--- src/rtl/ring_dma_pkg.sv ---
package ring_dma_pkg;
  typedef enum logic [3:0] {
    S_IDLE, S_DRD, S_DWT, S_DEC, S_CRD, S_CWT, S_CWR, S_QCHK, S_QW2, S_QW3
  } eng_state_e;

  localparam logic [3:0]  OP_COPY  = 4'h4;
  localparam logic [3:0]  OP_SMALL = 4'h1;
  localparam logic [14:0] STS_OK   = 15'd0;
  localparam logic [14:0] STS_BAD  = 15'd1;
  localparam int          ENTRY_WORDS = 8;
endpackage

--- src/rtl/ring_ptr.sv ---
module ring_ptr #(
  parameter int IW = 10
) (
  input  logic          clk,
  input  logic          rst_n,
  input  logic          adv,
  input  logic [IW-1:0] depth_m1,
  output logic [IW-1:0] idx,
  output logic [IW-1:0] nxt
);
  assign nxt = (idx == depth_m1) ? '0 : idx + IW'(1);

  always_ff @(posedge clk) begin
    if (!rst_n)   idx <= '0;
    else if (adv) idx <= nxt;
  end


  idx_in_ring_chk: assert property (@(posedge clk) disable iff (!rst_n)
    idx <= depth_m1);
endmodule

--- src/rtl/entry_decode.sv ---
module entry_decode (
  input  logic [3:0]  opcode,
  input  logic [31:0] byte_len,
  output logic        op_ok,
  output logic [30:0] n_words
);
  import ring_dma_pkg::*;
  logic [32:0] rounded;

  assign op_ok   = (opcode == OP_COPY) || (opcode == OP_SMALL);
  assign rounded = {1'b0, byte_len} + 33'd3;
  assign n_words = rounded[32:2];
endmodule

--- src/rtl/ring_dma_engine.sv ---
module ring_dma_engine #(
  parameter int AW = 32,
  parameter int IW = 10
) (
  input  logic          clk,
  input  logic          rst_n,
  input  logic          cfg_enable,
  input  logic          cfg_pause,
  input  logic [AW-1:0] cfg_sq_base,
  input  logic [AW-1:0] cfg_cq_base,
  input  logic [IW-1:0] cfg_depth_m1,
  input  logic [IW-1:0] sq_tail,
  input  logic [IW-1:0] cq_head,
  output logic          mem_req_valid,
  input  logic          mem_req_ready,
  output logic          mem_req_we,
  output logic [AW-1:0] mem_req_addr,
  output logic [31:0]   mem_req_wdata,
  input  logic          mem_rsp_valid,
  input  logic [31:0]   mem_rsp_data,
  output logic          irq
);
  import ring_dma_pkg::*;

  localparam int WIX_W = $clog2(ENTRY_WORDS);

  eng_state_e        st;
  logic [WIX_W-1:0]  widx;
  logic [3:0]        op_q;
  logic              ien_q;
  logic [31:0]       len_q;
  logic [AW-1:0]     cur_src, cur_dst;
  logic [30:0]       cnt;
  logic [31:0]       dbuf;
  logic [14:0]       status_q;
  logic [IW-1:0]     sq_idx, sq_nxt, cq_idx, cq_nxt;
  logic              op_ok;
  logic [30:0]       n_words;
  logic              hs, done_adv, cq_full;

  assign hs       = mem_req_valid && mem_req_ready;
  assign done_adv = (st == S_QW3) && hs;
  assign cq_full  = (cq_nxt == cq_head);

  ring_ptr #(.IW(IW)) u_sq_ptr (
    .clk(clk), .rst_n(rst_n), .adv(done_adv), .depth_m1(cfg_depth_m1),
    .idx(sq_idx), .nxt(sq_nxt));

  ring_ptr #(.IW(IW)) u_cq_ptr (
    .clk(clk), .rst_n(rst_n), .adv(done_adv), .depth_m1(cfg_depth_m1),
    .idx(cq_idx), .nxt(cq_nxt));

  entry_decode u_dec (
    .opcode(op_q), .byte_len(len_q), .op_ok(op_ok), .n_words(n_words));

  always_comb begin
    mem_req_valid = 1'b0;
    mem_req_we    = 1'b0;
    mem_req_addr  = '0;
    mem_req_wdata = '0;
    unique case (st)
      S_DRD: begin
        mem_req_valid = 1'b1;
        mem_req_addr  = cfg_sq_base + AW'({sq_idx, 5'b0}) + AW'({widx, 2'b0});
      end
      S_CRD: begin
        mem_req_valid = 1'b1;
        mem_req_addr  = cur_src;
      end
      S_CWR: begin
        mem_req_valid = 1'b1;
        mem_req_we    = 1'b1;
        mem_req_addr  = cur_dst;
        mem_req_wdata = dbuf;
      end
      S_QW2: begin
        mem_req_valid = 1'b1;
        mem_req_we    = 1'b1;
        mem_req_addr  = cfg_cq_base + AW'({cq_idx, 4'b0}) + AW'(8);
        mem_req_wdata = {16'h0, 16'(sq_nxt)};
      end
      S_QW3: begin
        mem_req_valid = 1'b1;
        mem_req_we    = 1'b1;
        mem_req_addr  = cfg_cq_base + AW'({cq_idx, 4'b0}) + AW'(12);
        mem_req_wdata = {status_q, 1'b1, 16'h0};
      end
      default: ;
    endcase
  end

  always_ff @(posedge clk) begin
    if (!rst_n) begin
      st       <= S_IDLE;
      widx     <= '0;
      op_q     <= '0;
      ien_q    <= 1'b0;
      len_q    <= '0;
      cur_src  <= '0;
      cur_dst  <= '0;
      cnt      <= '0;
      dbuf     <= '0;
      status_q <= STS_OK;
      irq      <= 1'b0;
    end else begin
      irq <= done_adv && ien_q;
      unique case (st)
        S_IDLE:
          if (cfg_enable && !cfg_pause && (sq_idx != sq_tail)) begin
            widx <= '0;
            st   <= S_DRD;
          end
        S_DRD: if (hs) st <= S_DWT;
        S_DWT:
          if (mem_rsp_valid) begin
            case (widx)
              WIX_W'(0): begin op_q <= mem_rsp_data[3:0]; ien_q <= mem_rsp_data[8]; end
              WIX_W'(3): len_q   <= mem_rsp_data;
              WIX_W'(4): cur_src <= mem_rsp_data[AW-1:0];
              WIX_W'(6): cur_dst <= mem_rsp_data[AW-1:0];
              default: ;
            endcase
            if (widx == WIX_W'(ENTRY_WORDS - 1)) st <= S_DEC;
            else begin
              widx <= widx + WIX_W'(1);
              st   <= S_DRD;
            end
          end
        S_DEC: begin
          cnt <= n_words;
          if (!op_ok) begin
            status_q <= STS_BAD;
            st       <= S_QCHK;
          end else begin
            status_q <= STS_OK;
            st       <= (n_words == '0) ? S_QCHK : S_CRD;
          end
        end
        S_CRD: if (hs) st <= S_CWT;
        S_CWT:
          if (mem_rsp_valid) begin
            dbuf <= mem_rsp_data;
            st   <= S_CWR;
          end
        S_CWR:
          if (hs) begin
            cur_src <= cur_src + AW'(4);
            cur_dst <= cur_dst + AW'(4);
            cnt     <= cnt - 31'd1;
            st      <= (cnt == 31'd1) ? S_QCHK : S_CRD;
          end
        S_QCHK: if (!cq_full) st <= S_QW2;
        S_QW2:  if (hs) st <= S_QW3;
        S_QW3:  if (hs) st <= S_IDLE;
        default: st <= S_IDLE;
      endcase
    end
  end


  req_hold_chk: assert property (@(posedge clk) disable iff (!rst_n)
    (mem_req_valid && !mem_req_ready) |=> (mem_req_valid && $stable(mem_req_addr)
      && $stable(mem_req_we) && $stable(mem_req_wdata)));


  irq_after_write_chk: assert property (@(posedge clk) disable iff (!rst_n)
    irq |-> $past(mem_req_valid && mem_req_ready && mem_req_we));


  badop_no_move_chk: assert property (@(posedge clk) disable iff (!rst_n)
    (st == S_DEC && !op_ok) |=> !mem_req_valid);


  pause_idle_chk: assert property (@(posedge clk) disable iff (!rst_n)
    (st == S_IDLE && cfg_pause) |=> !mem_req_valid);


  cq_full_hold_chk: assert property (@(posedge clk) disable iff (!rst_n)
    (st == S_QCHK && cq_full && $stable(cq_head)) |=> !mem_req_valid);
endmodule

--- config.mk ---
export PLATFORM = sky130hd
export DESIGN_NAME = ring_dma_engine
export DESIGN_NICKNAME = d
export VERILOG_FILES = /design/src/rtl/ring_dma_pkg.sv /design/src/rtl/ring_ptr.sv /design/src/rtl/entry_decode.sv /design/src/rtl/ring_dma_engine.sv
export SDC_FILE = /design/constraint.sdc
export NUM_CORES = 1
export LEC_CHECK = 0
export BUFFER_PORTS_ARGS = -buffer_cell sky130_fd_sc_hd__buf_2
export CAP_MARGIN = 20
export CORE_MARGIN = 2
export CORE_UTILIZATION = 50
export CTS_CLUSTER_SIZE = 20
export DETAILED_ROUTE_END_ITERATION = 6
export GPL_ROUTABILITY_DRIVEN = 0
export PLACE_DENSITY = 0.71
export SLEW_MARGIN = 20
export SYNTH_ARGS = -nofsm -noshare
export SYNTH_HDL_FRONTEND = slang
export SYNTH_SLANG_ARGS = --single-unit
--- constraint.sdc ---
create_clock -name clk -period 6.8 [get_ports clk]
set_clock_uncertainty 0.05 [all_clocks]
set_input_delay 1.36 -clock clk [delete_from_list [all_inputs] [get_ports clk]]
set_output_delay 1.36 -clock clk [all_outputs]
set_load 0.05 [all_outputs]
==> results.py, run 1 <==
metrics = {
    "status": {
        "violations": "design-rule violations",
        "status": "finished, violations left",
    },
    "cts": {
        "htreeDepth": 4,
        "cts_resized": 0,
        "ctsRootBufferMaster": "clkbuf_16",
        "cts_buffer_depth": 2,
        "postCtsSetupRepairBufs": 0,
        "cts_tree": "yes",
        "cts_sinks": 193,
        "cts_hold_buf": 0,
        "numCtsBuffers": 17,
        "clk_latency_ps": 450,
        "path_clk_slew_ps": 80,
    },
    "yosys": {
        "syn-mean-instance-area_sq_um": 7.31,
        "synth-seq-cells": 193,
        "synthCells": 2051,
        "yosysSeqAreaShare_pct": 25.8,
        "synth_flop_cell": "dfxtp_1",
        "async_reset_ff_share_pct": 0,
        "synth_edf_count": 0,
        "ys_types": 101,
        "syn_area_sq_um": 15000,
        "yosysWarnings": 0,
        "syn_nets": 2222,
    },
    "worst_setup_path": {
        "setup.worst_path.end": "mem_req_addr[21]",
        "endpoint_kind": "output pin",
        "worstSetupStartpoint": "cfg_cq_base[4]",
        "rr_endpoint": "cur_dst[13]$_SDFFE_PN0P_",
        "path_class": "in2out",
        "path_max_fanout": 3,
        "start_kind": "input pin",
        "required_ps": 5390,
        "reg2reg_slack_ps": 2780,
        "timing.rr.start": "st[1]$_SDFFE_PN0P_",
        "cp.arrival_ps": 4780,
        "worst-r2r-cell-count": 8,
    },
    "timing": {
        "drv_slew": 0,
        "relSlewSlack_pct": 36.5,
        "setup_viol": 0,
        "rsz0062_at_grt": "no",
        "fmax_ghz": 0.162,
        "fin_ws_ps": 609,
        "tightest_slew_ps": 951,
        "setup-tns-final_ps": 0,
        "min_period_over_period_pct": 91.0,
        "finalHoldViolations": 0,
        "period_needed_ps": 6190,
    },
    "die": {
        "fp.dieH_microns": 177,
        "num_rows": 63,
        "die_x_microns": 177,
        "io_pins": 199,
        "start_util_pct": 50.7,
        "dieArea_sq_um": 31400,
        "coreArea_sq_um": 29600,
    },
    "global_routing": {
        "grt_usage_pct": 30.9,
        "grt_start_max_net_pins": 136,
        "grt_pass1_wl_mm": 77.2,
        "grt_overflow": 0,
        "grt_pass1_vias": 14500,
        "antenna_found_initial": 4,
    },
    "routing": {
        "antenna_left": 0,
        "drt_iter0_drc": 1690,
        "drt_first_pass_iters": 7,
        "via_per_inst": 6.17,
        "vias": 15800,
        "remaining_drc_errors": 13,
        "wl_per_cell_microns": 19.2,
        "wirelength_mm": 49.3,
    },
    "pwr": {
        "peakVddDrop_mv": 0.179,
        "power.density_nw_per_um2": 194,
        "switchingPower_w": 0.00126,
        "clkPwrFrac_pct": 32.3,
        "p_comb_share_pct": 31.0,
        "switching_share_pct": 38.8,
        "p_leak_nw": 6.39,
        "internal_power_w": 0.00199,
        "pwr-share-seq_pct": 36.7,
        "total_power_w": 0.00325,
    },
    "placed_design": {
        "numPortBuffers": 198,
        "placed_cells": 2530,
        "dp_hpwl_mm": 36.5,
        "post-place-ws_ps": 660,
    },
    "flow_run": {
        "maxCapViolations": 0,
    },
    "finish": {
        "finalNonFillerCells": 2565,
        "nNetsFinal": 2331,
        "nFillCells": 2782,
        "area_growth_pct": 11.6,
        "drive_above_1_share_pct": 14.6,
        "layout_common_cells": "nand2_1, buf_2, dfxtp_1, nor2_1, o21ai_0",
        "final_util_pct": 56.6,
        "mostFrequentLayoutCell": "nand2_1",
    },
    "hold_path": {
        "hold_path_class": "reg2reg",
    },
}
## synth_stat cells, drive strengths merged (45+ instances only)
library cell / count / area [sq um]
a21boi: 96 / 721
o21ai: 161 / 821
and2: 52 / 325
dfxtp: 193 / 3860
and3: 45 / 284
xnor2: 95 / 840
a21oi: 126 / 642
nand2: 334 / 1260
nor2: 152 / 578
xor2: 59 / 532
clkbuf: 107 / 444
nor3: 60 / 342
nand3: 74 / 385
## worst min path at each step
stage / startpoint / end / slack [ps] / depth (start not counted)
after detailed placement: dbuf[18]$_SDFFE_PN0P_ / dbuf[18]$_SDFFE_PN0P_ / 410 / 2
after global placement: dbuf[28]$_SDFFE_PN0P_ / dbuf[28]$_SDFFE_PN0P_ / 400 / 2
final: dbuf[14]$_SDFFE_PN0P_ / dbuf[14]$_SDFFE_PN0P_ / 410 / 2
after global routing: status_q[0]$_SDFFE_PN0P_ / status_q[0]$_SDFFE_PN0P_ / 430 / 2
after CTS: dbuf[18]$_SDFFE_PN0P_ / dbuf[18]$_SDFFE_PN0P_ / 420 / 2
after floorplan: dbuf[10]$_SDFFE_PN0P_ / dbuf[10]$_SDFFE_PN0P_ / 390 / 2
## flip-flops by register name, indices dropped and copies added, names as in the netlist
register	count
widx	3
op_q	4
cur_dst	32
ien_q	1
st	4
u_sq_ptr.idx	10
dbuf	32
cnt	31
cur_src	32
status_q	1
irq	1
u_cq_ptr.idx	10
len_q	32
## metrics by stage
step	instance area, sq um	hold slack, ps
floorplan	15000	389
global route	16700	434
CTS	16700	419
detailed placement	16100	408
finish	16700	413
global placement	16100	401
## worst max-delay path: stages
cell and delay (ps):
buf_2 100, ha_1 220, fa_1 430, nand2_1 90
nand2_1 50, a21oi_1 240, xor2_1 160, nor4_1 560
nand3_1 320, nor4_4 430, xor2_1 150, a222oi_1 320
o21ai_1 120, buf_2 230
## area by class of cell
| type | instances | area [sq um] | area share [%] |
|---|---|---|---|
| antenna | 2 | 5.00 | 0.0299 |
| tap | 390 | 488 | 2.92 |
| clock inverter | 14 | 166 | 0.995 |
| clock buffer | 18 | 439 | 2.63 |
| sequential | 193 | 3860 | 23.1 |
| inverter | 29 | 109 | 0.651 |
| multi-input combinational | 1701 | 10500 | 62.8 |
| timing repair buffer | 218 | 1160 | 6.93 |
## routing by layer
layer  GRT usage [%]  wire (microns)  vias to the layer above
met5               0              41                        -
met4            14.4            2150                        6
met3            4.90            3940                      127
met2            50.0           22700                      742
met1            40.2           20400                     7351
li1                -               -                     7594
## power by group through the flow
stage,clock (W),sequential (W),combinational (W)
floorplan,0,0.00120,0.000722
global placement,0,0.00122,0.000980
detailed placement,0,0.00122,0.000990
CTS,0.00106,0.00119,0.000995
global route,0.00110,0.00120,0.00108
finish,0.00105,0.00119,0.00101
## cells by family (layout without fill, tap and decap cells)
group	after synthesis	count (layout)	synth area share [%]
compound gates	586	586	26.2
other cells	0	2	0
flops	193	193	25.8
buf+inv	157	279	4.41
mux	15	15	1.02
xor+xnor	154	154	9.15
simple gates	907	907	30.1
fa+ha+maj	39	39	3.36
No activity file was read; power rests on OpenSTA's default activity.
==> inputs of run 2 (changes only) <==
--- a/config.mk
+++ b/config.mk
@@ -7,12 +7,12 @@
 export LEC_CHECK = 0
 export BUFFER_PORTS_ARGS = -buffer_cell sky130_fd_sc_hd__buf_2
 export CAP_MARGIN = 20
+export CORE_ASPECT_RATIO = 1.5
 export CORE_MARGIN = 2
-export CORE_UTILIZATION = 50
+export CORE_UTILIZATION = 34
 export CTS_CLUSTER_SIZE = 20
 export DETAILED_ROUTE_END_ITERATION = 6
 export GPL_ROUTABILITY_DRIVEN = 0
-export PLACE_DENSITY = 0.71
 export SLEW_MARGIN = 20
 export SYNTH_ARGS = -nofsm -noshare
 export SYNTH_HDL_FRONTEND = slang
==> results.py, run 2 (same netlist as run 1, synthesis figures left out) <==
metrics = {
    "cts": {
        "cts_tree": "yes",
        "cts_resized": 0,
        "clk_latency_ps": 460,
        "postCtsSetupRepairBufs": 0,
        "path_clk_slew_ps": 80,
        "cts_sinks": 193,
        "numCtsBuffers": 17,
        "htreeDepth": 4,
        "cts_hold_buf": 0,
        "cts_buffer_depth": 2,
        "ctsRootBufferMaster": "clkbuf_16",
    },
    "worst_setup_path": {
        "cp.arrival_ps": 4830,
        "required_ps": 5390,
        "path_class": "in2out",
        "timing.rr.start": "st[1]$_SDFFE_PN0P_",
        "endpoint_kind": "output pin",
        "start_kind": "input pin",
        "worstSetupStartpoint": "cfg_cq_base[4]",
        "path_max_fanout": 12,
    },
    "hold_path": {
        "min_from": "dbuf[29]$_SDFFE_PN0P_",
        "hold_path_class": "reg2reg",
    },
    "routing": {
        "remaining_drc_errors": 1,
        "wirelength_mm": 54.5,
        "antenna_left": 0,
        "drt_first_pass_iters": 7,
        "vias": 15700,
        "drt_iter0_drc": 1221,
        "wl_per_cell_microns": 19.8,
        "via_per_inst": 5.72,
    },
    "global_routing": {
        "grt_pass1_vias": 15100,
        "grt_start_max_net_pins": 110,
        "grt_overflow": 0,
        "grt_pass1_wl_mm": 84.1,
        "grt_usage_pct": 23.2,
        "antenna_found_initial": 2,
    },
    "status": {
        "violations": "design-rule violations",
        "status": "finished, violations left",
    },
    "finish": {
        "nNetsFinal": 2331,
        "layout_common_cells": "nand2_1, buf_2, dfxtp_1, o21ai_0, nor2_1",
        "mostFrequentLayoutCell": "nand2_1",
        "finalNonFillerCells": 2750,
        "area_growth_pct": 13.0,
        "drive_above_1_share_pct": 14.6,
    },
    "placed_design": {
        "placed_cells": 2717,
        "numPortBuffers": 198,
        "dp_hpwl_mm": 41.9,
    },
    "die": {
        "coreArea_sq_um": 43800,
        "die_x_microns": 175,
        "dieArea_sq_um": 45800,
        "num_rows": 94,
        "start_util_pct": 34.3,
        "fp.dieH_microns": 261,
        "io_pins": 199,
    },
    "timing": {
        "setup-tns-final_ps": 0,
        "period_needed_ps": 6240,
        "rsz0062_at_grt": "no",
        "fmax_ghz": 0.160,
        "tightest_slew_ps": 1020,
        "drv_slew": 0,
        "finalHoldViolations": 0,
        "min_period_over_period_pct": 91.7,
        "relSlewSlack_pct": 31.7,
        "setup_viol": 0,
    },
    "pwr": {
        "peakVddDrop_mv": 0.163,
        "power.density_nw_per_um2": 192,
        "p_leak_nw": 6.37,
    },
    "flow_run": {
        "maxCapViolations": 0,
    },
}
==> run 2: cell types whose count changed in the layout (fill, tap and decap cells not counted), sizes merged <==
cell and change:
clkinvlp +2, inv -2, clkbuf +2, clkinv -3
==> run 2: worst paths after layout <==
check	endpoint	slack, ps	cells past startpoint
worst max-delay path	mem_req_addr[17]	560	14
worst min-delay path	dbuf[29]$_SDFFE_PN0P_	410	2
worst max register to register	cur_dst[19]$_SDFFE_PN0P_	2280	10
worst min register to register	dbuf[29]$_SDFFE_PN0P_	410	2
==> run 2: power by group <==
group / internal [W] / leakage [nW] / total (W) / switching (W)
sequential: 0.00115 / 1.55 / 0.00119 / 0.0000392
clock: 0.000524 / 0.269 / 0.00102 / 0.000499
combinational: 0.000301 / 4.54 / 0.00104 / 0.000736
==> run 2: final cells by class <==
class	instances	area (sq um)
Timing Repair Buffer	218	1160
Fill cell	4667	26800
Sequential cell	193	3860
Antenna cell	2	5.00
Multi-Input combinational cell	1701	10500
Clock inverter	11	124
Inverter	29	109
Clock buffer	20	447
Tap cell	576	721
==> run 2: critical path, stage by stage <==
cell and delay [ps]:
buf_2 100, ha_1 210, fa_1 430, a21oi_1 250
o21ai_2 120, o211a_4 260, nor2_1 230, xnor2_1 280
nand3_2 300, nor3_1 270, xor2_1 120, a222oi_1 450
o21ai_0 190, buf_2 250
==> run 2: routing by layer <==
| layer | GRT usage [%] | wire length, microns |
|---|---|---|
| met5 | 0 | 0 |
| met1 | 25.1 | 20800 |
| met2 | 41.3 | 27300 |
| met4 | 17.7 | 4260 |
| met3 | 2.82 | 2190 |
==> run 2: through the flow <==
stage	area (sq um)	util [%]	total power (W)	hold WS (ps)	setup WS, ps
2_1_floorplan	15000	-	0.00192	389	618
3_3_place_gp	16300	37.4	0.00223	399	750
3_5_place_dp	16400	37.4	0.00224	407	613
4_1_cts	16900	38.7	0.00326	418	611
5_1_grt	16900	38.7	0.00339	441	273
6_report	16900	38.7	0.00325	413	563
==> inputs of run 3 (changes only) <==
--- a/config.mk
+++ b/config.mk
@@ -9,10 +9,11 @@
 export CAP_MARGIN = 20
 export CORE_ASPECT_RATIO = 1.5
 export CORE_MARGIN = 2
-export CORE_UTILIZATION = 34
+export CORE_UTILIZATION = 64
 export CTS_CLUSTER_SIZE = 20
 export DETAILED_ROUTE_END_ITERATION = 6
 export GPL_ROUTABILITY_DRIVEN = 0
+export PLACE_DENSITY_LB_ADDON = 0.1
 export SLEW_MARGIN = 20
 export SYNTH_ARGS = -nofsm -noshare
 export SYNTH_HDL_FRONTEND = slang
==> results.py, run 3 (same netlist as run 1, synthesis figures left out) <==
metrics = {
    "timing": {
        "fmax_ghz": 0.160,
        "setup_viol": 0,
        "rsz0062_at_grt": "no",
        "min_period_over_period_pct": 91.8,
        "relSlewSlack_pct": 34.2,
        "setup-tns-final_ps": 0,
        "tightest_slew_ps": 984,
        "drv_slew": 0,
        "finalHoldViolations": 0,
        "period_needed_ps": 6240,
    },
    "pwr": {
        "total_power_w": 0.00329,
        "p_comb_share_pct": 32.4,
        "clkPwrFrac_pct": 31.6,
        "power.density_nw_per_um2": 199,
        "switchingPower_w": 0.00128,
        "pwr-share-seq_pct": 36.0,
        "switching_share_pct": 38.8,
        "peakVddDrop_mv": 0.189,
        "internal_power_w": 0.00201,
        "p_leak_nw": 6.36,
    },
    "cts": {
        "ctsRootBufferMaster": "clkbuf_16",
        "htreeDepth": 4,
        "path_clk_slew_ps": 70,
        "cts_buffer_depth": 2,
        "postCtsSetupRepairBufs": 0,
        "cts_tree": "yes",
        "numCtsBuffers": 17,
        "clk_latency_ps": 460,
        "cts_hold_buf": 0,
        "cts_resized": 0,
        "cts_sinks": 193,
    },
    "worst_setup_path": {
        "worstSetupStartpoint": "cfg_cq_base[4]",
        "path_class": "in2out",
        "timing.rr.start": "st[1]$_SDFFE_PN0P_",
        "cp.arrival_ps": 4830,
        "path_max_fanout": 3,
        "required_ps": 5390,
        "start_kind": "input pin",
        "endpoint_kind": "output pin",
    },
    "die": {
        "io_pins": 199,
        "coreArea_sq_um": 23000,
        "die_x_microns": 129,
        "num_rows": 68,
        "start_util_pct": 65.2,
        "fp.dieH_microns": 191,
        "dieArea_sq_um": 24700,
    },
    "global_routing": {
        "grt_pass1_vias": 15300,
        "grt_pass1_wl_mm": 77.3,
        "grt_start_max_net_pins": 75,
        "antenna_found_initial": 1,
        "grt_usage_pct": 39.8,
        "grt_overflow": 0,
    },
    "placed_design": {
        "placed_cells": 2417,
        "dp_hpwl_mm": 37.0,
        "numPortBuffers": 198,
    },
    "routing": {
        "drt_iter0_drc": 1426,
        "drt_first_pass_iters": 7,
        "remaining_drc_errors": 2,
        "wirelength_mm": 50.1,
        "wl_per_cell_microns": 20.5,
        "via_per_inst": 6.58,
        "antenna_left": 0,
        "vias": 16100,
    },
    "finish": {
        "mostFrequentLayoutCell": "nand2_1",
        "antenna_cells": 0,
        "layout_common_cells": "nand2_1, buf_2, dfxtp_1, o21ai_0, nor2_1",
        "drive_above_1_share_pct": 14.6,
        "nNetsFinal": 2327,
        "area_growth_pct": 10.4,
        "finalNonFillerCells": 2448,
    },
    "status": {
        "status": "finished, violations left",
        "violations": "design-rule violations",
    },
    "flow_run": {
        "maxCapViolations": 0,
    },
    "hold_path": {
        "hold_path_class": "reg2reg",
        "min_from": "dbuf[27]$_SDFFE_PN0P_",
    },
}
[run 3: cell count changes in the layout (fill, tap and decap cells not counted), sizes merged]
cell	previous run	this run
clkinv	3	6
diode	2	0
clkbuf	20	18
inv	33	32
buf	218	214
clkinvlp	3	2
bufinv	1	2
[run 3: path summary, 6_finish.rpt]
check                                                 to  slack, ps  cells after the start
worst max register to register  cur_dst[19]$_SDFFE_PN0P_       2260                     10
worst max-delay path                    mem_req_addr[21]        560                     14
worst min register to register     dbuf[27]$_SDFFE_PN0P_        410                      2
worst min-delay path               dbuf[27]$_SDFFE_PN0P_        410                      2
[run 3: area by class of cell]
class	instances	area, sq um
Multi-Input combinational cell	1701	10500
Fill cell	1921	6420
Sequential cell	193	3860
Timing Repair Buffer	214	1130
Clock buffer	18	439
Tap cell	280	350
Clock inverter	13	153
Inverter	29	109
[run 3: routing by layer]
layer / part of all wire (%) / global-route usage [%] / routed length, microns
met4: 8.4 / 30.5 / 4190
met2: 48 / 67.8 / 24200
met1: 35 / 42.9 / 17700
met3: 7.9 / 7.86 / 3950
met5: 0.022 / 0 / 11
[run 3: power by group through the flow]
stage               registers, W  logic [W]  clock network (W)
floorplan                0.00120   0.000722                  0
global placement         0.00121    0.00101                  0
detailed placement       0.00121    0.00102                  0
CTS                      0.00118    0.00102            0.00104
global route             0.00119    0.00112            0.00109
finish                   0.00118    0.00107            0.00104
[run 3: critical path, stage by stage]
cell and delay [ps]:
buf_2 100, ha_1 210, fa_1 420, nand2_1 90, nand2_1 50, a21oi_1 240, xor2_1 160, nor4_1 610
nand3_1 320, nor4_4 440, xor2_1 130, a222oi_1 340, o21ai_1 130, buf_2 230
[run 3: metrics by stage]
step           utilization, %  instance area (sq um)  hold slack, ps  worst slack [ps]
2_1_floorplan               -                  15000             389               618
3_3_place_gp             69.4                  15900             397               641
3_5_place_dp             69.4                  15900             405               607
4_1_cts                  72.0                  16500             414               601
5_1_grt                  72.0                  16500             434               319
6_report                 72.0                  16500             412               560
